<file path="config.mk">
export PLATFORM = sky130hd
export DESIGN_NAME = tx_cmd_ctrl
export DESIGN_NICKNAME = d
export VERILOG_FILES = /design/src/rtl/tx_cmd_pkg.sv /design/src/rtl/tx_cmd_decode.sv /design/src/rtl/tx_start_gate.sv /design/src/rtl/tx_abort_seq.sv /design/src/rtl/tx_cmd_ctrl.sv
export SDC_FILE = /design/constraint.sdc
export NUM_CORES = 1
export LEC_CHECK = 0
export BUFFER_PORTS_ARGS = -buffer_cell sky130_fd_sc_hd__buf_2
export CORE_MARGIN = 2
export CORE_UTILIZATION = 25
export CTS_BUF_LIST = sky130_fd_sc_hd__clkbuf_8
export DETAILED_ROUTE_END_ITERATION = 7
export GPL_ROUTABILITY_DRIVEN = 0
export PLACE_DENSITY_LB_ADDON = 0.1
export SLEW_MARGIN = 10
export SYNTH_ARGS = -nofsm -noshare
export SYNTH_HDL_FRONTEND = slang
export SYNTH_SLANG_ARGS = --single-unit
</file>
<file path="constraint.sdc">
create_clock -name clk -period 4.8 [get_ports clk]
set_clock_uncertainty 0.05 [all_clocks]
set_input_delay 0.24 -clock clk [delete_from_list [all_inputs] [get_ports clk]]
set_output_delay 0.24 -clock clk [all_outputs]
set_load 0.03 [all_outputs]
</file>
<file path="src/rtl/tx_cmd_pkg.sv">
// Shared constants and field positions for the transmit command controller.
// Assumes a 16-bit command word whose field positions are fixed by software.
package tx_cmd_pkg;
    localparam int unsigned CMD_W      = 16;
    localparam int unsigned BIT_FORCE  = 8;
    localparam int unsigned BIT_ONECOL = 9;
    localparam int unsigned BIT_NOCRC  = 12;
    localparam int unsigned BIT_NOPAD  = 13;
    localparam int unsigned MODE_LO    = 6;
    localparam logic [5:0]  CMD_ID     = 6'b001001;

    typedef enum logic [1:0] {
        GO_EARLY_A = 2'b00,
        GO_EARLY_B = 2'b01,
        GO_EARLY_C = 2'b10,
        GO_WHOLE   = 2'b11
    } go_mode_e;
endpackage

</file>
<file path="src/rtl/tx_cmd_decode.sv">
// Holds the last command word and decodes it. It computes the effective start
// threshold and the length check for a command arriving now, and drives the
// retry limit, flags and readback from the stored word.
// Assumes cmd_len is stable in the cycle cmd_wr is high.
module tx_cmd_decode
    import tx_cmd_pkg::*;
#(
    parameter int unsigned LEN_W    = 11,
    parameter int unsigned THR_A    = 5,
    parameter int unsigned THR_B    = 381,
    parameter int unsigned THR_C    = 1021,
    parameter int unsigned MIN_LEN  = 3,
    parameter int unsigned MAX_COLL = 16,
    parameter int unsigned RETRY_W  = $clog2(MAX_COLL + 1)
) (
    input  logic               clk,
    input  logic               rst_n,
    input  logic               cmd_wr,
    input  logic [CMD_W-1:0]   cmd_data,
    input  logic [LEN_W-1:0]   cmd_len,
    output logic [LEN_W-1:0]   thr_new,
    output logic               len_ok_new,
    output logic               force_new,
    output logic [RETRY_W-1:0] retry_limit,
    output logic               crc_inhibit,
    output logic               pad_disable,
    output logic [CMD_W-1:0]   rb_data
);
    logic [CMD_W-1:0] word_q;
    logic             seen_q;
    logic [LEN_W-1:0] base_thr;
    go_mode_e         mode;

    // Stored command word; deliberately left without a reset value.
    always_ff @(posedge clk) begin
        if (cmd_wr) word_q <= cmd_data;
    end

    // Tracks whether any command has been written since reset.
    always_ff @(posedge clk) begin
        if (!rst_n)      seen_q <= 1'b0;
        else if (cmd_wr) seen_q <= 1'b1;
    end

    // Threshold selection for the incoming command, clipped to its length.
    always_comb begin
        mode = go_mode_e'(cmd_data[MODE_LO+1:MODE_LO]);
        unique case (mode)
            GO_EARLY_A: base_thr = LEN_W'(THR_A);
            GO_EARLY_B: base_thr = LEN_W'(THR_B);
            GO_EARLY_C: base_thr = LEN_W'(THR_C);
            default:    base_thr = cmd_len;
        endcase
        thr_new = (base_thr < cmd_len) ? base_thr : cmd_len;
    end

    assign len_ok_new  = (cmd_len >= LEN_W'(MIN_LEN));
    assign force_new   = cmd_wr & cmd_data[BIT_FORCE];
    assign retry_limit = word_q[BIT_ONECOL] ? RETRY_W'(1) : RETRY_W'(MAX_COLL);
    assign crc_inhibit = word_q[BIT_NOCRC];
    assign pad_disable = word_q[BIT_NOPAD];
    assign rb_data     = {word_q[CMD_W-1:6], CMD_ID};

    p_retry_range_r7: assert property (@(posedge clk) disable iff (!rst_n)
        seen_q |-> (retry_limit == RETRY_W'(1) || retry_limit == RETRY_W'(MAX_COLL)));
    p_word_tracks_write_r8: assert property (@(posedge clk) disable iff (!rst_n)
        cmd_wr |=> (rb_data[CMD_W-1:6] == $past(cmd_data[CMD_W-1:6])));
endmodule

</file>
<file path="src/rtl/tx_start_gate.sv">
// Counts buffered bytes for the current command and issues the MAC start pulse
// once the latched threshold is met. It owns the frame-active state.
// Assumes mac_done and abort_done arrive only while a frame is active.
module tx_start_gate #(
    parameter int unsigned LEN_W = 11
) (
    input  logic             clk,
    input  logic             rst_n,
    input  logic             cmd_wr,
    input  logic [LEN_W-1:0] thr_new,
    input  logic             len_ok_new,
    input  logic             byte_push,
    input  logic             mac_done,
    input  logic             abort_done,
    output logic             mac_start,
    output logic             len_reject,
    output logic             frame_active
);
    localparam logic [LEN_W-1:0] CNT_MAX = '1;

    logic [LEN_W-1:0] cnt_q, cnt_nxt, thr_q;
    logic             armed_q, start_q, rej_q, active_q, go;

    // Next byte count; saturates at the counter maximum.
    always_comb begin
        cnt_nxt = cnt_q;
        if (byte_push && cnt_q != CNT_MAX) cnt_nxt = cnt_q + 1'b1;
        go = armed_q && !active_q && (cnt_nxt >= thr_q);
    end

    // Command latch, byte counter and start decision.
    always_ff @(posedge clk) begin
        if (!rst_n) begin
            cnt_q   <= '0;
            thr_q   <= '0;
            armed_q <= 1'b0;
            start_q <= 1'b0;
            rej_q   <= 1'b0;
        end else if (cmd_wr) begin
            cnt_q   <= byte_push ? LEN_W'(1) : '0;
            thr_q   <= thr_new;
            armed_q <= len_ok_new;
            start_q <= 1'b0;
            rej_q   <= !len_ok_new;
        end else begin
            cnt_q   <= cnt_nxt;
            start_q <= go;
            rej_q   <= 1'b0;
            if (go) armed_q <= 1'b0;
        end
    end

    // Frame-active state: set by a start, cleared by completion or abort.
    always_ff @(posedge clk) begin
        if (!rst_n)                               active_q <= 1'b0;
        else if (active_q && (mac_done || abort_done)) active_q <= 1'b0;
        else if (go && !cmd_wr)                   active_q <= 1'b1;
    end

    assign mac_start    = start_q;
    assign len_reject   = rej_q;
    assign frame_active = active_q;

    p_start_single_r2: assert property (@(posedge clk) disable iff (!rst_n)
        mac_start |=> !mac_start);
    p_start_marks_active_r2: assert property (@(posedge clk) disable iff (!rst_n)
        mac_start |-> frame_active);
    p_reject_no_start_r3: assert property (@(posedge clk) disable iff (!rst_n)
        len_reject |-> !mac_start);
    p_reject_disarms_r3: assert property (@(posedge clk) disable iff (!rst_n)
        len_reject |=> !mac_start);
    p_done_clears_r9: assert property (@(posedge clk) disable iff (!rst_n)
        (frame_active && mac_done) |=> !frame_active);
endmodule

</file>
<file path="src/rtl/tx_abort_seq.sv">
// Runs the forced-abort sequence: flush pulse, abort strobe, bad-CRC hold and
// a bit-time deadline that ends the abort with an error if the MAC stays silent.
// Assumes bit_tick pulses once per line bit time.
module tx_abort_seq #(
    parameter int unsigned DEADLINE = 64,
    parameter int unsigned DL_W     = $clog2(DEADLINE + 1)
) (
    input  logic clk,
    input  logic rst_n,
    input  logic force_cmd,
    input  logic frame_active,
    input  logic mac_abort_ack,
    input  logic bit_tick,
    output logic mac_abort,
    output logic mac_bad_crc,
    output logic buf_flush,
    output logic abort_err,
    output logic abort_done
);
    localparam logic [DL_W-1:0] DL_LAST = DL_W'(DEADLINE - 1);

    logic            abt_q, strobe_q, flush_q, err_q, expire;
    logic [DL_W-1:0] dl_q;

    assign expire     = abt_q && !mac_abort_ack && bit_tick && (dl_q == DL_LAST);
    assign abort_done = abt_q && (mac_abort_ack || expire);

    // Abort state and deadline counter.
    always_ff @(posedge clk) begin
        if (!rst_n) begin
            abt_q    <= 1'b0;
            dl_q     <= '0;
            strobe_q <= 1'b0;
        end else if (abt_q) begin
            strobe_q <= 1'b0;
            if (abort_done) begin
                abt_q <= 1'b0;
                dl_q  <= '0;
            end else if (bit_tick) begin
                dl_q  <= dl_q + 1'b1;
            end
        end else begin
            strobe_q <= force_cmd && frame_active;
            abt_q    <= force_cmd && frame_active;
            dl_q     <= '0;
        end
    end

    // One-cycle flush and error pulses.
    always_ff @(posedge clk) begin
        if (!rst_n) begin
            flush_q <= 1'b0;
            err_q   <= 1'b0;
        end else begin
            flush_q <= force_cmd;
            err_q   <= expire;
        end
    end

    assign mac_abort   = strobe_q;
    assign mac_bad_crc = abt_q;
    assign buf_flush   = flush_q;
    assign abort_err   = err_q;

    p_flush_follows_force_r4: assert property (@(posedge clk) disable iff (!rst_n)
        buf_flush |-> $past(force_cmd));
    p_strobe_with_badcrc_r5: assert property (@(posedge clk) disable iff (!rst_n)
        mac_abort |-> mac_bad_crc);
    p_strobe_single_r5: assert property (@(posedge clk) disable iff (!rst_n)
        mac_abort |=> !mac_abort);
    p_deadline_bound_r6: assert property (@(posedge clk) disable iff (!rst_n)
        mac_bad_crc |-> (dl_q < DL_W'(DEADLINE)));
    p_err_ends_abort_r6: assert property (@(posedge clk) disable iff (!rst_n)
        abort_err |-> !mac_bad_crc);
    p_ack_ends_abort_r6: assert property (@(posedge clk) disable iff (!rst_n)
        (mac_bad_crc && mac_abort_ack) |=> (!mac_bad_crc && !abort_err));
endmodule

</file>
<file path="src/rtl/tx_cmd_ctrl.sv">
// Top of the transmit command controller: wires the command decoder, the
// start gate and the abort sequencer together.
// Assumes a single host writer and a MAC that follows the start/abort handshake.
module tx_cmd_ctrl
    import tx_cmd_pkg::*;
#(
    parameter int unsigned LEN_W    = 11,
    parameter int unsigned THR_A    = 5,
    parameter int unsigned THR_B    = 381,
    parameter int unsigned THR_C    = 1021,
    parameter int unsigned MIN_LEN  = 3,
    parameter int unsigned MAX_COLL = 16,
    parameter int unsigned DEADLINE = 64,
    parameter int unsigned RETRY_W  = $clog2(MAX_COLL + 1)
) (
    input  logic               clk,
    input  logic               rst_n,
    input  logic               cmd_wr,
    input  logic [15:0]        cmd_data,
    input  logic [LEN_W-1:0]   cmd_len,
    input  logic               byte_push,
    input  logic               mac_done,
    input  logic               mac_abort_ack,
    input  logic               bit_tick,
    output logic               mac_start,
    output logic               mac_abort,
    output logic               mac_bad_crc,
    output logic               buf_flush,
    output logic               abort_err,
    output logic               len_reject,
    output logic               frame_active,
    output logic [RETRY_W-1:0] retry_limit,
    output logic               crc_inhibit,
    output logic               pad_disable,
    output logic [15:0]        rb_data
);
    logic [LEN_W-1:0] thr_new;
    logic             len_ok_new, force_new, abort_done;

    tx_cmd_decode #(
        .LEN_W(LEN_W), .THR_A(THR_A), .THR_B(THR_B), .THR_C(THR_C),
        .MIN_LEN(MIN_LEN), .MAX_COLL(MAX_COLL), .RETRY_W(RETRY_W)
    ) u_decode (
        .clk(clk), .rst_n(rst_n), .cmd_wr(cmd_wr), .cmd_data(cmd_data),
        .cmd_len(cmd_len), .thr_new(thr_new), .len_ok_new(len_ok_new),
        .force_new(force_new), .retry_limit(retry_limit),
        .crc_inhibit(crc_inhibit), .pad_disable(pad_disable), .rb_data(rb_data)
    );

    tx_start_gate #(.LEN_W(LEN_W)) u_gate (
        .clk(clk), .rst_n(rst_n), .cmd_wr(cmd_wr), .thr_new(thr_new),
        .len_ok_new(len_ok_new), .byte_push(byte_push), .mac_done(mac_done),
        .abort_done(abort_done), .mac_start(mac_start),
        .len_reject(len_reject), .frame_active(frame_active)
    );

    tx_abort_seq #(.DEADLINE(DEADLINE)) u_abort (
        .clk(clk), .rst_n(rst_n), .force_cmd(force_new),
        .frame_active(frame_active), .mac_abort_ack(mac_abort_ack),
        .bit_tick(bit_tick), .mac_abort(mac_abort), .mac_bad_crc(mac_bad_crc),
        .buf_flush(buf_flush), .abort_err(abort_err), .abort_done(abort_done)
    );

    p_idle_after_reset_r10: assert property (@(posedge clk)
        !$past(rst_n) |-> (!mac_start && !mac_abort && !frame_active && !len_reject));
    p_abort_needs_frame_r5: assert property (@(posedge clk) disable iff (!rst_n)
        $rose(mac_bad_crc) |-> $past(frame_active));
endmodule

</file>
==> results of run 1 <==
## state kept, by name, indices dropped and copies added (netlist names)
signal	flops
u_gate.armed_q	1
u_abort.buf_flush	1
u_abort.mac_bad_crc	1
u_decode.word_q	10
u_gate.cnt_q	11
u_gate.thr_q	11
u_abort.abort_err	1
u_gate.frame_active	1
u_gate.mac_start	1
u_abort.dl_q	7
u_abort.mac_abort	1
u_gate.len_reject	1
## power breakdown
| part | switching (µW) | internal (µW) |
|---|---|---|
| Combinational | 98.9 | 54.3 |
| Sequential | 6.19 | 420 |
| Clock | 142 | 155 |
| Total | 247 | 630 |
## worst max-delay path by stage
stage                     from              end  slack [ps]  depth (start not counted)
2_1_floorplan  u_gate.cnt_q[0]   u_gate.armed_q        2400                         11
3_3_place_gp       cmd_data[6]  u_gate.thr_q[4]        1960                         10
3_5_place_dp       cmd_data[6]  u_gate.thr_q[6]        1930                         10
4_1_cts        u_gate.cnt_q[0]   u_gate.armed_q        2100                         11
5_1_grt        u_gate.cnt_q[0]   u_gate.armed_q        1940                         11
6_report       u_gate.cnt_q[0]   u_gate.armed_q        2130                         11
## layout make-up
class / count / area (µm²) / share of cell area (%)
inverters: 24 / 90.1 / 3.07
flip-flops and latches: 47 / 1040 / 35.5
clock inverters: 3 / 43.8 / 1.49
repair buffers: 48 / 240 / 8.19
multi-input cells: 187 / 1280 / 43.7
clock buffers: 5 / 68.8 / 2.35
well taps: 133 / 166 / 5.67
## synthesized netlist by cell type, types with 6 or more instances
master	count
and2_1	10
o21ai_0	11
a21o_1	6
ha_1	22
xor2_1	7
clkbuf_1	6
buf_4	12
dfxtp_1	37
nor2_1	17
inv_1	24
mux2i_1	9
nand2_1	22
edfxtp_1	10
nand3_1	7
o22ai_1	8
a21oi_1	9
## cells by family after synthesis
logic type / share of synthesized area (%)
compound gates: 14.3
xor+xnor: 4.20
fa+ha+maj: 11.0
buf+inv: 8.11
flops: 41.6
mux: 3.60
other cells: 0.300
simple gates: 16.8
## metrics by stage
step / std cells / total power [µW] / util [%] / setup WS (ps)
after floorplan: 276 / 550 / - / 2400
after global placement: 439 / 590 / 29.0 / 1960
after detailed placement: 439 / 589 / 29.0 / 1930
after CTS: 447 / 891 / 30.1 / 2100
after global routing: 447 / 925 / 30.1 / 1940
final: 447 / 877 / 30.1 / 2130
## per-layer routing
layer / routed length, µm / global-route usage (%)
met5: 0 / 0
met4: 90 / 4.05
met3: 249 / 2.44
met2: 2480 / 16.9
met1: 2650 / 14.6
==> metrics.md, run 1 <==
| Metric | Value |
|---|---|
| Post-CTS Setup Bufs | 0 |
| CP max FO | 4 |
| Worst path bufs/invs | 0 |
| CP arrival | 2830 ps |
| Max_cap viols | 0 |
| Slew Limit Headroom | 42.4% |
| Cell variety after synth | 41 |
| Initial antenna violation count | 0 |
| Ys Warns | 0 |
| R2r endpoint | u_gate.armed_q |
| Ant diodes | 0 |
| Number of global-route vias before repair | 1975 |
| Detail Route Antenna Nets | 0 |
| Fill cell count | 1085 |
| Largest net degree at the start of global routing | 22 |
| Reg2Reg Depth | 11 |
| CTS tree | done |
| Crit-path cells | ha_1 > nand2_1 > o41ai_2 > nor2_1 > xor2_1 > ha_1 > a21oi_1 > o21ai_0 > a21oi_1 > o21a_1 > a31o_2 |
| Number of synthesized flops with an enable pin | 10 |
| Prevailing post-synth register cell | dfxtp_1 |
| Critical path's slowest cell | o41ai_2 |
| NumNets Final | 369 |
| Cts repair resizes | 0 |
| Vias per cell | 4.30 |
| Hold_buf cts | 0 |
| Ratio of cells with drive above 1 in the final layout | 20.1% |
| CTS root buf | clkbuf_8 |
| Port Buf Inserts | 48 |
| Leak | 0.00135 µW |
| Initial DRT Pass Iterations | 4 |
| Critical path capture point type | flip-flop |
| Wire per inst | 12.2 µm |
| WHS Path Cells | 1 |
| Period utilisation layout | 55.6% |
| Synth-to-Final Area Change | 17.3% |
| Synth Area per Inst | 9.29 µm² |
| Post-synth ARST share | 0% |
| Initial Util | 25.7% |
| Final min period | 2670 ps |
| Kind of path behind the tightest hold check | primary input to flip-flop |
| Inserted Clock Buffers | 5 |
| Die height | 104 µm |
| Syn Inst Count | 269 |
| Final Hold Viols | 0 |
| Post-Syn Area | 2500 µm² |
| Post-synthesis sequential area ratio | 41.6% |
| Hpwl dp | 4270 µm |
| CORE AREA | 9730 µm² |
| Origin of the critical flop-to-flop path | u_gate.cnt_q[0] |
| Ranking of synthesized cells by area | dfxtp_1 (30%), edfxtp_1 (12%), ha_1 (11%) |
| WP data required | 4960 ps |
| Final slew viol count | 0 |
| CTS H-tree lvls | 2 |
| Yosys reg bits | 47 |
| Commonest non-fill, non-tap cell in the layout | buf_2 |
| Critical path class | flip-flop to flip-flop |
| 1st-iter DRT viols | 70 |
| Final instance area | 2930 µm² |
| Total Wirelength | 5470 µm |
| Clk_lat worst skew | 300 ps |
| Hold Startpoint | cmd_data[11] |
| CTS sink cnt | 47 |
| Die width | 104 µm |
| GR Util All Layers | 10.8% |
| Drt drc | 0 |
| Ports | 64 |
| First-pass GRT wire length | 9550 µm |
| Clk slew on worst S/H paths | 100 ps |
| Status | finished, final reports clean |
| Slew @ Worst Pin | 863 ps |
| Setup_tns | 0 ps |
| Worst reg-to-reg setup slack | 2130 ps |
| Worst stage delay on the critical path | 450 ps |
| PwrDens | 299 nW/µm² |
| Cell row count | 36 |
| Clock buffer depth | 2 |
| Finish-stage setup viols | 0 |
| Total gr overflow | 0 |
| DR vias | 1921 |
| Leading area contributor after synthesis | dfxtp_1 |
| Worst-case vdd ir drop | 0.000121 V |
| Cell family with most CP delay | compound AO/OA/AOI/OAI gates |
| Startpoint types | flip-flop |
| DP Area | 2820 µm² |
| Die area | 10800 µm² |
| RSZ-0062 raised after global routing | false |
| Most frequent cells in the layout | buf_2 (48), dfxtp_1 (37), inv_1 (24) |
| Area share of the largest cell type after synthesis | 29.6% |
| Final hold slack | 53.2 ps |
| Hold EP | u_decode.word_q[11] |
| Fmax achieved | 375 MHz |
Note: power is estimated with default switching activity, not from simulation.
==> inputs of run 2 (changes only) <==
==> constraint.sdc (replaced) <==
create_clock -name clk -period 2.15 [get_ports clk]
set_clock_uncertainty 0.05 [all_clocks]
set_input_delay 0.1075 -clock clk [delete_from_list [all_inputs] [get_ports clk]]
set_output_delay 0.1075 -clock clk [all_outputs]
set_load 0.03 [all_outputs]
==> run 2 against run 1 <==
- design area up 19%
- critical path depth unchanged
- critical path type unchanged
- worst hold slack worse by 15 ps
- utilization up 5.7 points
- the run now ends with negative setup slack left
- flip-flop and latch count unchanged
- die area unchanged
- final cell count up 10%
- critical endpoint unchanged
- power up 150%
- clock power rose to 2.7 times the previous value
- non-clock buffer count up 45
==> metrics.md, run 2 (same netlist as run 1, synthesis figures left out) <==
| Metric | Value |
|---|---|
| WP data required | 2360 ps |
| Final Hold Viols | 0 |
| Ant diodes | 0 |
| Final min period | 2390 ps |
| WHS Path Cells | 3 |
| Most frequent cells in the layout | buf_2 (48), buf_4 (35), dfxtp_1 (32) |
| Setup_tns | -622 ps |
| Final Total Pwr | 2170 µW |
| Drt drc | 0 |
| Leak | 0.00164 µW |
| CTS sink cnt | 47 |
| Startpoint types | flip-flop |
| Initial antenna violation count | 0 |
| Hold EP | u_gate.frame_active |
| Net switching power | 585 µW |
| Setup slack after layout | -235 ps |
| Final instance area | 3490 µm² |
| CP arrival | 2590 ps |
| Finish-stage setup viols | 3 |
| Number of global-route vias before repair | 2110 |
| Max_cap viols | 0 |
| NumNets Final | 414 |
| Die width | 104 µm |
| Critical path's slowest cell | o41a_1 |
| Die height | 104 µm |
| DP Area | 3150 µm² |
| Non-Filler Instances | 492 |
| CORE AREA | 9730 µm² |
| Clk slew on worst S/H paths | 100 ps |
| Initial Util | 25.7% |
| Clock buffer depth | 2 |
| Hold Startpoint | mac_done |
| Hpwl dp | 4760 µm |
| Total Wirelength | 6140 µm |
| Critical path class | flip-flop to flip-flop |
| Sw Ratio | 26.9% |
| Port Buf Inserts | 48 |
| Crit path top cell by count | a21o_1 |
| Initial DRT Pass Iterations | 4 |
| Reg2Reg Depth | 11 |
| Crit-path cells | ha_4 > nand2_4 > o41a_1 > and3_4 > xor2_2 > ha_2 > a21o_1 > a21o_1 > a21oi_2 > o21a_1 > a31o_2 |
| DR vias | 2134 |
| Commonest non-fill, non-tap cell in the layout | buf_2 |
| Failing checks | negative setup slack |
| Power share of the sequential group | 43.8% |
| Worst reg-to-reg setup slack | -240 ps |
| Ports | 64 |
| Combinational share of power | 19.8% |
| Fill cell count | 1018 |
| Wire per inst | 12.5 µm |
| 1st-iter DRT viols | 76 |
| Clock power frac | 36.4% |
| Largest net degree at the start of global routing | 22 |
| Detail Route Antenna Nets | 0 |
| Status | finished with violations |
| Kind of path behind the tightest hold check | primary input to flip-flop |
| CTS H-tree lvls | 2 |
| CP max FO | 4 |
| Fmax achieved | 419 MHz |
| PwrDens | 623 nW/µm² |
| R2r endpoint | u_gate.armed_q |
| Top flop regs | u_gate.cnt_q (11), u_gate.thr_q (11), u_decode.word_q (10) |
| # placed instances | 473 |
| Worst stage delay on the critical path | 380 ps |
| First-pass GRT wire length | 10000 µm |
| Inserted Clock Buffers | 5 |
| Final slew viol count | 0 |
| Vias per cell | 4.34 |
| GR Util All Layers | 11.4% |
| Clk_lat worst skew | 300 ps |
| CTS root buf | clkbuf_8 |
| Die area | 10800 µm² |
| Pint | 1590 µW |
| Total gr overflow | 0 |
| Period utilisation layout | 111% |
| Origin of the critical flop-to-flop path | u_gate.cnt_q[1] |
| CTS tree | done |
| Ratio of cells with drive above 1 in the final layout | 34.0% |
| Synth-to-Final Area Change | 39.4% |
| RSZ-0062 raised after global routing | true |
| Worst-case vdd ir drop | 0.000333 V |
| Cell row count | 36 |
| Critical path capture point type | flip-flop |
==> run 2: cell types whose count changed in the layout (fill, tap and decap cells not counted), moves of 3 or more <==
cell / change
buf_4: +35
dlygate4sd3_1: +9
o21ai_0: -3
o21ai_1: +3
dfxtp_1: -5
xnor2_1: -3
ha_1: -3
dfxtp_2: +5
==> run 2: power by group through the flow <==
| stage | logic (µW) | registers, µW | clock network, µW |
|---|---|---|---|
| 6_report | 430 | 952 | 790 |
| 5_1_grt | 475 | 956 | 840 |
| 4_1_cts | 418 | 952 | 818 |
| 3_5_place_dp | 404 | 972 | 0 |
| 3_3_place_gp | 404 | 973 | 0 |
| 2_1_floorplan | 229 | 1010 | 0 |
==> run 2: how the worst max path moves through the flow <==
stage / start / end / slack [ps] / depth (start not counted)
floorplan: u_gate.cnt_q[3] / u_gate.armed_q / -80 / 10
detailed placement: cmd_data[6] / u_gate.thr_q[8] / -380 / 12
global placement: cmd_data[6] / u_gate.thr_q[8] / -420 / 12
global route: u_gate.cnt_q[9] / u_gate.armed_q / -330 / 11
finish: u_gate.cnt_q[1] / u_gate.armed_q / -240 / 11
CTS: u_gate.cnt_q[5] / u_gate.armed_q / -220 / 11
==> run 2: repair_timing <==
action | 4_1_cts | 5_1_grt
hold buffers | 9 | 0
buffers inserted | 0 | 2
setup endpoints to repair | 10 | 10
hold endpoints to repair | 9 | 0
gates resized for setup | 6 | 13
pin swaps | 1 | 5
==> run 2: worst max-delay path: cells and delay by family (launching register included) <==
kind | cells | cell delay [ps]
simple gates | 2 | 270
compound gates | 6 | 1180
flops | 1 | 360
fa+ha+maj | 2 | 330
xor+xnor | 1 | 150
==> run 2: layout make-up <==
| cell class | instances | area, µm² | share of cell area, % |
|---|---|---|---|
| Clock inverter | 3 | 67.6 | 1.94 |
| Clock buffer | 5 | 68.8 | 1.97 |
| Inverter | 24 | 90.1 | 2.58 |
| Tap cell | 133 | 166 | 4.77 |
| Timing Repair Buffer | 93 | 613 | 17.6 |
| Multi-Input combinational cell | 187 | 1430 | 41.1 |
| Sequential cell | 47 | 1050 | 30.0 |
==> run 2: layer usage <==
metal	global-route usage (%)	up-vias	share of wire (%)
met5	0	-	0
met4	2.90	0	0.86
met3	3.32	4	5.7
met2	19.3	50	47
met1	14.4	977	47
li1	-	1103	-
==> run 2: per-stage QoR <==
step	setup slack, ps	utilization (%)	hold WS (ps)
final	-235	35.8	38.2
after global routing	-331	35.8	41.0
after CTS	-223	35.0	22.5
after detailed placement	-385	32.4	236
after global placement	-416	32.4	233
after floorplan	-80.5	-	156
==> inputs of run 3 (changes only) <==
--- a/config.mk
+++ b/config.mk
@@ -5,7 +5,9 @@
 export SDC_FILE = /design/constraint.sdc
 export NUM_CORES = 1
 export LEC_CHECK = 0
+export ABC_AREA = 1
 export BUFFER_PORTS_ARGS = -buffer_cell sky130_fd_sc_hd__buf_2
+export CAP_MARGIN = 30
 export CORE_MARGIN = 2
 export CORE_UTILIZATION = 25
 export CTS_BUF_LIST = sky130_fd_sc_hd__clkbuf_8
==> run 3 against run 2 <==
- the flow still finishes with violations (negative setup slack)
- global-route usage grew 0.074 points
- clock power shrank 18%
- worst hold slack got worse by 13 ps
- sequential share of layout area shrank 3.5 points
- flip-flop and latch count stayed put
- setup slack gained 150 ps
- final cell count is 27% higher
- fmax rose by 6.9%
- largest cell class unchanged
==> metrics.md, run 3 <==
| Metric | Value |
|---|---|
| Post-Syn Area | 2750 µm² |
| Hpwl dp | 5030 µm |
| Leading area contributor after synthesis | dfxtp_1 |
| CTS sink cnt | 47 |
| Clk slew on worst S/H paths | 90 ps |
| Failing checks | negative setup slack |
| Critical path class | flip-flop to flip-flop |
| Synth-to-Final Area Change | 43.8% |
| Port Buf Inserts | 48 |
| Top Metal Used | met4 |
| Non-Filler Instances | 626 |
| Prevailing post-synth register cell | dfxtp_1 |
| Ranking of synthesized cells by area | dfxtp_1 (27%), nand2_1 (15%), edfxtp_1 (11%) |
| Post-synthesis sequential area ratio | 37.8% |
| Area share of the largest cell type after synthesis | 26.9% |
| Footprint of the multi-input gates | 1630 µm² |
| Final hold slack | 25.2 ps |
| CP max FO | 8 |
| Fmax achieved | 448 MHz |
| First-pass GRT wire length | 10900 µm |
| Met3 Wirelength | 282 µm |
| CTS root buf | clkbuf_8 |
| Die height | 109 µm |
| Vias per cell | 4.07 |
| Total Wirelength | 6490 µm |
| CTS H-tree lvls | 2 |
| Top post-synthesis cells by count | nand2_1 (107), inv_1 (61), dfxtp_1 (37) |
| Met1 WL | 3020 µm |
| Clk_lat worst skew | 300 ps |
| Post-synth ARST share | 0% |
| Most frequent cell after synthesis | nand2_1 |
| DR WL met2 | 3130 µm |
| Top flop regs | u_gate.cnt_q (11), u_gate.thr_q (11), u_decode.word_q (10) |
| Wire per inst | 10.4 µm |
| Most frequent cells in the layout | nand2_1 (89), inv_1 (53), buf_2 (48) |
| DR vias | 2545 |
| Drt drc | 0 |
| GR Util All Layers | 11.5% |
| Critical path capture point type | flip-flop |
| PwrDens | 562 nW/µm² |
| Worst-case vdd ir drop | 0.000250 V |
| CP arrival | 2380 ps |
| Number of synthesized flops with an enable pin | 10 |
| Synth Area per Inst | 7.20 µm² |
| Kind of path behind the tightest hold check | primary input to flip-flop |
| Number of global-route vias before repair | 2501 |
| Die area | 11900 µm² |
| Cell row count | 38 |
| Ports | 64 |
| Largest net degree at the start of global routing | 16 |
| # placed instances | 595 |
| Pre-CTS setup slack | -112 ps |
| Yosys reg bits | 47 |
| Final Util | 36.7% |
| Status | finished with violations |
| Finish-stage setup viols | 4 |
| RSZ-0062 raised after global routing | true |
| Ratio of cells with drive above 1 in the final layout | 34.4% |
| CTS tree | done |
| Max_cap viols | 0 |
| Leak | 0.00193 µW |
| Cell variety after synth | 33 |
| Initial DRT Pass Iterations | 4 |
| Die width | 109 µm |
| Startpoint types | flip-flop |
| WP data required | 2300 ps |
| Final slew viol count | 0 |
| Final Hold Viols | 0 |
| Final min period | 2230 ps |
| Initial Util | 25.5% |
| Ant diodes | 0 |
| Ys Warns | 0 |
| Register area | 1050 µm² |
| Inserted Clock Buffers | 5 |
| NumNets Final | 541 |
| Setup slack after layout | -82.5 ps |
| Detail Route Antenna Nets | 0 |
| Commonest non-fill, non-tap cell in the layout | nand2_1 |
| Syn Inst Count | 382 |
| CORE AREA | 10800 µm² |
| Total gr overflow | 0 |
| Period utilisation layout | 104% |
| Initial antenna violation count | 0 |
| 1st-iter DRT viols | 58 |
| Clock buffer depth | 2 |
| Fill cell count | 1150 |
run 3: changes by cell type after synthesis, sizes merged, moves of 3 or more:
cell and change:
a31o -3, a31oi -5, nor2 +19, nand3 +24, mux2i -8, o21bai -3, and2 -10, o22ai -8
a21o -5, buf +3, inv +42, nand2 +89, and3 -3, clkbuf -3
run 3: cell families (layout without fill, tap and decap cells):
kind of cell | count (synthesis) | in the layout | synth area share (%)
and+or+nand+nor | 193 | 193 | 30.2
AOI/OAI and AO/OA | 22 | 22 | 4.55
xor gates and xnor gates | 10 | 10 | 3.18
buffers and inverters | 85 | 182 | 13.6
DFF | 47 | 47 | 37.8
other | 2 | 9 | 0.273
adders and majority gates | 22 | 22 | 10.0
muxes | 1 | 1 | 0.364
run 3: metal layers:
layer,track usage (%),vias to the layer above
met4,3.11,0
met5,0,-
met2,20.5,45
li1,-,1368
met1,13.7,1126
met3,2.81,6
run 3: final timing paths:
kind,start,to,slack (ps),cells after the start
hold reg to reg,u_gate.thr_q[6],u_gate.thr_q[6],400,2
setup reg to reg,u_gate.cnt_q[0],u_gate.armed_q,-80,19
setup / recovery,u_gate.cnt_q[0],u_gate.armed_q,-80,19
hold / removal,cmd_len[10],u_gate.thr_q[10],30,3
run 3: layout make-up:
type / count / area share (%)
multi-input combinational: 257 / 41.1
sequential: 47 / 26.5
timing repair buffer: 107 / 18.6
inverter: 67 / 6.61
tap: 140 / 4.43
clock buffer: 5 / 1.74
clock inverter: 3 / 1.04
run 3: power breakdown:
group	internal (µW)	switching (µW)	total [µW]
Clock	343	303	646
Sequential	948	21.5	970
Combinational	259	349	608
run 3: repair_timing:
item	CTS	global route
pin swaps	6	23
hold endpoints to repair	12	0
setup buffers	7	4
gates resized for setup	22	46
setup endpoints to repair	3	4
hold buffers	12	0
run 3: through the flow:
stage / TNS (ps) / area, µm² / power [µW]
finish: -145 / 3960 / 2220
global placement: -334 / 3370 / 1480
detailed placement: -314 / 3370 / 1480
floorplan: 0 / 2810 / 1330
global route: -743 / 3960 / 2380
CTS: -19.4 / 3770 / 2210
run 3: critical path: stages, from the launching register on:
cell,delay (ps)
dfxtp_4,370
ha_4,150
inv_4,30
nor2_4,100
nand3_2,120
nand2_4,120
buf_8,140
nand2_2,50
nand2_2,70
inv_2,50
ha_4,280
inv_2,40
nor2_4,90
nand2_1,60
nor2_1,120
nor2_2,60
nand3_2,70
nand2_1,50
nand2_1,50
nand2_1,40
